$ cat src/rtl/serdes_lp_pkg.sv
package serdes_lp_pkg;

    typedef enum logic [1:0] {
        RSN_ON  = 2'b00,
        RSN_LPS = 2'b01,
        RSN_PHY = 2'b10,
        RSN_DIS = 2'b11
    } lp_reason_e;

endpackage

$ cat src/rtl/lp_lane_eval.sv
module lp_lane_eval #(
    parameter int DST_W = 2
) (
    input  logic [DST_W-1:0] dstate,
    input  logic             wol,
    input  logic             mng_pt,
    input  logic             pme_en,
    input  logic             phy_mode,
    input  logic             lan_dis,
    input  logic             cfg_pd_on_dis,
    output logic             lps_hit,
    output logic             phy_hit,
    output logic             dis_hit
);
    localparam logic [DST_W-1:0] D0_CODE = '0;

    always_comb begin
        // all four quiet conditions must hold together
        lps_hit = (dstate != D0_CODE) && !wol && !mng_pt && !pme_en;
        phy_hit = phy_mode;
        // pin only counts when configuration allows it
        dis_hit = lan_dis && cfg_pd_on_dis;
    end
endmodule

$ cat src/rtl/lp_reason_prio.sv
module lp_reason_prio
    import serdes_lp_pkg::*;
(
    input  logic       lp_en,
    input  logic       lps_hit,
    input  logic       phy_hit,
    input  logic       dis_hit,
    output lp_reason_e reason
);
    always_comb begin
        if (!lp_en)       reason = RSN_ON;
        else if (phy_hit) reason = RSN_PHY;
        else if (dis_hit) reason = RSN_DIS;
        else if (lps_hit) reason = RSN_LPS;
        else              reason = RSN_ON;
    end
endmodule

$ cat src/rtl/serdes_lp_gate.sv
module serdes_lp_gate
    import serdes_lp_pkg::*;
#(
    parameter int NUM_LANES = 2,
    parameter int DST_W     = 2
) (
    input  logic                       clk,
    input  logic                       rst_n,
    input  logic                       cfg_lp_en,
    input  logic                       cfg_pd_on_dis,
    input  logic [NUM_LANES*DST_W-1:0] fn_dstate,
    input  logic [NUM_LANES-1:0]       fn_wol,
    input  logic [NUM_LANES-1:0]       fn_mng_pt,
    input  logic [NUM_LANES-1:0]       fn_pme_en,
    input  logic [NUM_LANES-1:0]       fn_phy_mode,
    input  logic [NUM_LANES-1:0]       lan_dis,
    output logic [NUM_LANES-1:0]       pd_req_o,
    output logic [2*NUM_LANES-1:0]     pd_reason_o
);
    localparam int RSN_W = $bits(lp_reason_e);

    typedef struct packed {
        logic [NUM_LANES-1:0]            pd;
        logic [NUM_LANES-1:0][RSN_W-1:0] rsn;
    } gate_st_t;

    gate_st_t   st_d, st_q;
    lp_reason_e rsn_nxt [NUM_LANES];

    for (genvar i = 0; i < NUM_LANES; i++) begin : g_lane
        logic lps_hit, phy_hit, dis_hit;

        lp_lane_eval #(.DST_W(DST_W)) u_eval (
            .dstate        (fn_dstate[i*DST_W +: DST_W]),
            .wol           (fn_wol[i]),
            .mng_pt        (fn_mng_pt[i]),
            .pme_en        (fn_pme_en[i]),
            .phy_mode      (fn_phy_mode[i]),
            .lan_dis       (lan_dis[i]),
            .cfg_pd_on_dis (cfg_pd_on_dis),
            .lps_hit       (lps_hit),
            .phy_hit       (phy_hit),
            .dis_hit       (dis_hit)
        );

        lp_reason_prio u_prio (
            .lp_en   (cfg_lp_en),
            .lps_hit (lps_hit),
            .phy_hit (phy_hit),
            .dis_hit (dis_hit),
            .reason  (rsn_nxt[i])
        );
    end

    always_comb begin
        st_d = st_q;
        for (int i = 0; i < NUM_LANES; i++) begin
            st_d.rsn[i] = rsn_nxt[i];
            st_d.pd[i]  = (rsn_nxt[i] != RSN_ON);
        end
    end

    always_ff @(posedge clk) begin
        if (!rst_n) st_q <= '0;
        else        st_q <= st_d;
    end

    always_comb begin
        pd_req_o = st_q.pd;
        for (int i = 0; i < NUM_LANES; i++) begin
            pd_reason_o[i*RSN_W +: RSN_W] = st_q.rsn[i];
        end
    end
endmodule

$ cat config.mk
export PLATFORM = sky130hd
export DESIGN_NAME = serdes_lp_gate
export DESIGN_NICKNAME = d
export VERILOG_FILES = /design/src/rtl/serdes_lp_pkg.sv /design/src/rtl/lp_lane_eval.sv /design/src/rtl/lp_reason_prio.sv /design/src/rtl/serdes_lp_gate.sv
export SDC_FILE = /design/constraint.sdc
export NUM_CORES = 1
export LEC_CHECK = 0
export BUFFER_PORTS_ARGS = -buffer_cell sky130_fd_sc_hd__clkbuf_2
export CAP_MARGIN = 15
export CORE_AREA = 5 5 42 44
export CTS_BUF_LIST = sky130_fd_sc_hd__clkbuf_8
export DETAILED_ROUTE_END_ITERATION = 7
export DIE_AREA = 0 0 47 49
export PLACE_DENSITY = 0.53
export SLEW_MARGIN = 10
export SYNTH_ARGS = -nofsm -noshare
export SYNTH_HDL_FRONTEND = slang
export SYNTH_SLANG_ARGS = --single-unit
$ cat constraint.sdc
create_clock -name clk -period 0.8 [get_ports clk]
set_input_delay 0.04 -clock clk [delete_from_list [all_inputs] [get_ports clk]]
set_output_delay 0.04 -clock clk [all_outputs]
set_load 0.05 [all_outputs]
==> results of run 1 <==
[final timing paths]
| check | slack, ns | start | depth (start not counted) | end |
|---|---|---|---|---|
| setup / recovery | 0.03 | pd_reason_o[1]$_SDFF_PN0_ | 1 | pd_reason_o[1] |
| hold / removal | 0.01 | fn_phy_mode[1] | 2 | pd_reason_o[2]$_SDFF_PN0_ |
[Yosys cell counts]
cell	count	share of area [%]
nor3_2	2	9.4
nor2_1	2	3.5
o21ai_1	2	4.7
nand2_1	3	5.3
dfxtp_1	6	56
a211oi_2	2	12
a21oi_1	4	9.4
[sequential cells by signal (all words and copies together), names as in the netlist]
signal,cells
pd_reason_o,4
pd_req_o,2
[power groups by stage]
stage,Clock [mW],Combinational (mW),Sequential (mW)
after floorplan,0,0.0244,0.366
after global placement,0,0.132,0.321
after detailed placement,0,0.134,0.321
after CTS,0.450,0.140,0.316
after global routing,0.471,0.151,0.317
final,0.432,0.139,0.317
[logic make-up (layout without fill, tap and decap cells)]
| group | Yosys count | in the layout |
|---|---|---|
| AOI/OAI and AO/OA | 8 | 8 |
| and+or+nand+nor | 7 | 7 |
| DFF | 6 | 6 |
| buffers and inverters | 0 | 26 |
[repair_timing]
| item | 4_1_cts | 5_1_grt |
|---|---|---|
| gates resized for setup | 6 | 2 |
| gates cloned | 0 | 0 |
| endpoints found under the setup margin | 6 | 2 |
[through the flow]
| stage | hold slack, ns | setup WS, ns | total power [mW] | std cells | util, % |
|---|---|---|---|---|---|
| 6_report | 0.0119 | 0.0251 | 0.887 | 63 | 28.9 |
| 5_1_grt | 0.0173 | 0.00122 | 0.940 | 63 | 28.9 |
| 4_1_cts | 0.00693 | 0.0157 | 0.906 | 63 | 28.9 |
| 3_5_place_dp | 0.235 | 0.112 | 0.455 | 60 | 24.9 |
| 3_3_place_gp | 0.234 | 0.121 | 0.454 | 60 | 24.9 |
| 2_1_floorplan | 0.113 | 0.173 | 0.391 | 21 | - |
[routing by layer]
metal | GRT usage [%] | share of wire, % | up-vias
li1 | - | - | 127
met1 | 7.32 | 46 | 98
met2 | 6.79 | 42 | 15
met3 | 1.48 | 12 | 0
met4 | 6.91 | 0 | 0
met5 | 0 | 0 | -
[placed cells by master (no fill, tap or decap)]
master    netlist  final
clkbuf_2        0     17
dfxtp_1         6      6
a21oi_1         4      4
clkbuf_4        0      4
nand2_1         3      3
clkbuf_8        0      3
nor3_2          2      2
o21ai_1         2      2
a211oi_2        2      2
nor2_1          2      2
buf_4           0      2
[final cells by class]
type                       instances  area (sq um)
fill                             167           996
sequential                         6           120
multi-input combinational         15          93.8
clock buffer                       3          41.3
tap                               16          20.0
timing repair buffer              23           130
==> run summary, run 1 <==
CTS Buf Count - 3
Hold Crit Class - in2reg
Worst EP required - 0.76 ns
Final Wtd Congestion - 0.607
final worst path period need - 0.775 ns
Synth cell types - 7
die width - 47 um
Layout area overhead - 89.5%
Core Footprint - 1400 sq um
initial DRC count - 0
1st-pass router iterations - 1
Sw Ratio - 22.2%
power share of the sequential group - 35.7%
Post-Route WL - 582 um
Critical Path AT - 0.73 ns
leakage power total - 0.195 nW
cell-internal power - 0.691 mW
CTS tree - yes
Synth Area in Simple Gates - 18.1%
layout cells sized above 1 - 63.8%
Slew headroom - 84.3%
Tcrit/Tclk final - 96.9%
worst-path fanout max - 1
Final setup viols - 0
ANT cells - 0
Slew Viols, Final - 0
Finished Cell Area - 405 sq um
Crit Path Category - reg2out
Die Footprint - 2300 sq um
fmax - 1290 MHz
switching power - 0.197 mW
Synth Net Count - 39
CP delay by family, top - flip-flops
Yosys reg bits - 6
Compound-Gate Fraction of Synth Area - 25.7%
clk sinks - 6
CP Cell Sequence - clkbuf_4
setup TNS after final layout - 0 ns
status - complete, no violations
RSZ-0062 raised after global routing - false
Adder-Cell Fraction of Synth Area - 0%
row count - 14
Syn Inst Count - 21
critical path endpoint category - output port
power density cells - 2190 nW/um^2
clock share of power - 48.6%
Die Ht - 49 um
Max clock buf depth - 2
initial antenna violation count - 0
H-tree levels - 1
I/O Buffers - 23
vias in the first global route - 243
Avg Cell Area, Syn - 10.2 sq um
total gr overflow - 0
Post-CTS Hold Fix Bufs - 0
register area share after synthesis - 56.1%
xor/xnor cell area share of the yosys netlist - 0%
detailed-route DRC error count - 0
multiplexer share of the synthesized area - 0%
max_cap viols - 0
fin nets - 67
Clock Pin Slew Worst Setup and Hold Paths - 0.03 ns
yosys warns - 0
Hold Fails Final Rpt - 0
Routed Antenna Nets - 0
Via density - 3.81
slowest cell delay on critical path - 0.30 ns
main combinational cell family by area after synthesis - compound AO/OA/AOI/OAI gates
Initial Util - 15.3%
peak supply drop - 0.689 mV
vias post-DR - 240
Post-CTS Setup Bufs - 0
Netlist Area Pre-Place - 214 sq um
dpl cell area - 349 sq um
Buf/Inv on CP - 1
Slew @ Worst Pin - 0.235 ns
Root Buffer - clkbuf_8
Worst Setup Start Kind - flip-flop
Ports - 24
largest net degree at the start of global routing - 7
first-pass GRT wire length - 931 um
GRT Util Overall - 5.79%
drt wl/cell - 9.24 um
Worst path slowest cell - dfxtp_1
Logic pwr share - 15.7%
Note: power is estimated with default switching activity, not from simulation.
==> inputs of run 2 (changes only) <==
clock period = 0.9 ns   (was 0.8 ns; I/O delays follow)
==> run summary, run 2 (synthesized netlist as in run 1, its figures left out) <==
Tcrit/Tclk final - 92.4%
Critical Path AT - 0.79 ns (+0.06 ns)
Post-Route WL - 598 um (+2.7%)
total gr overflow - 0 (unchanged)
Post-Layout Cell Count - 63 (unchanged)
clk sinks - 6 (unchanged)
fmax - 1200 MHz
row count - 14 (unchanged)
1st-pass router iterations - 4 (+3)
hold depth - 2 (unchanged)
dpl cell area - 349 sq um (unchanged)
layout cells sized above 1 - 63.8% (unchanged)
CTS Buf Count - 3 (unchanged)
fin nets - 67 (unchanged)
largest net degree at the start of global routing - 7 (unchanged)
Initial Util - 15.3% (unchanged)
Routed Antenna Nets - 0 (unchanged)
cts repair resizes - 0 (-6)
CTS tree - yes
setup ws final - 0.0688 ns (+0.0437 ns)
Post-CTS Setup Bufs - 0 (unchanged)
Slew @ Worst Pin - 0.284 ns (+0.0492 ns)
peak supply drop - 0.675 mV (-2.0%)
I/O Buffers - 23 (unchanged)
Slew Viols, Final - 0 (unchanged)
first-pass GRT wire length - 931 um (unchanged)
Die Footprint - 2300 sq um (unchanged)
RSZ-0062 raised after global routing - false
Hold Fails Final Rpt - 0 (unchanged)
Root Buffer - clkbuf_8
most frequent cells in the layout - clkbuf_2 (23), dfxtp_1 (6), a21oi_1 (4)
Final Total Pwr - 0.785 mW (-12%)
Stages on worst setup path - 1 (unchanged)
Hold Crit Class - in2reg
DPL Wire Length - 520 um
die width - 47 um (unchanged)
CP Cell Sequence - clkbuf_2
max reg flops - 4 (unchanged)
Final Wtd Congestion - 0.607 (unchanged)
Max clock buf depth - 2 (unchanged)
Buf/Inv on CP - 1 (unchanged)
worst-path fanout max - 1 (unchanged)
vias post-DR - 239 (-0.42%)
Via density - 3.79 (-0.42%)
leakage power total - 0.193 nW (-1.4%)
status - complete, no violations
max_cap viols - 0 (unchanged)
Ports - 24 (unchanged)
Core Footprint - 1400 sq um (unchanged)
CP delay by family, top - flip-flops
Worst path slowest cell - dfxtp_1
initial DRC count - 1 (+1)
initial antenna violation count - 0 (unchanged)
Worst Setup Start Kind - flip-flop
ANT cells - 0 (unchanged)
detailed-route DRC error count - 0 (unchanged)
Slew headroom - 81.1% (-3.2 points)
placed insts - 60 (unchanged)
final hold slack - 0.0161 ns (+0.00417 ns)
Clock Pin Slew Worst Setup and Hold Paths - 0.03 ns (about the same)
Layout area overhead - 82.5%
H-tree levels - 1 (unchanged)
Final setup viols - 0 (unchanged)
drt wl/cell - 9.49 um (+2.7%)
Post-CTS Hold Fix Bufs - 0 (unchanged)
setup TNS after final layout - 0 ns (unchanged)
commonest non-fill, non-tap cell in the layout - clkbuf_2
vias in the first global route - 238 (-2.1%)
final worst path period need - 0.831 ns
Finished Cell Area - 390 sq um (-3.7%)
power density cells - 2010 nW/um^2 (-8.1%)
fin util - 27.9% (-1.1 points)
Fill cells - 159 (-4.8%)
Worst EP required - 0.85 ns (+0.09 ns)
Crit Path Category - reg2out
Post-Place Setup Slack - 0.207 ns (+0.0950 ns)
critical path endpoint category - output port
GRT Util Overall - 6.00% (+0.21 points)
slowest cell delay on critical path - 0.30 ns (about the same)
Die Ht - 49 um (unchanged)
run 2: cell count changes in the layout (fill, tap and decap cells not counted):
cell / previous run / this run
clkbuf_4: 4 / 0
buf_4: 2 / 0
clkbuf_2: 17 / 23
run 2: final timing paths:
check,start,to,slack (ns)
worst min-delay path,fn_phy_mode[0],pd_reason_o[0]$_SDFF_PN0_,0.02
worst max-delay path,pd_reason_o[2]$_SDFF_PN0_,pd_reason_o[2],0.07
run 2: power breakdown:
group	leakage [nW]	internal [mW]	switching (mW)
registers	0.0492	0.279	0.00251
clock network	0.0216	0.286	0.100
logic	0.122	0.0432	0.0744
total	0.193	0.608	0.177
run 2: metal layers:
| metal | routed length (um) | global-route usage (%) | share of wire [%] | vias up |
|---|---|---|---|---|
| li1 | - | - | - | 127 |
| met4 | 0 | 9.68 | 0 | 0 |
| met2 | 266 | 6.79 | 44 | 13 |
| met5 | 0 | 0 | 0 | - |
| met1 | 245 | 6.87 | 41 | 99 |
| met3 | 86 | 1.11 | 14 | 0 |
run 2: area by class of cell:
type                            instances  area, sq um  area share (%)
Clock buffer                            3         41.3            10.6
Multi-Input combinational cell         15         93.8            24.0
Sequential cell                         6          120            30.8
Timing Repair Buffer                   23          115            29.5
Tap cell                               16         20.0            5.13
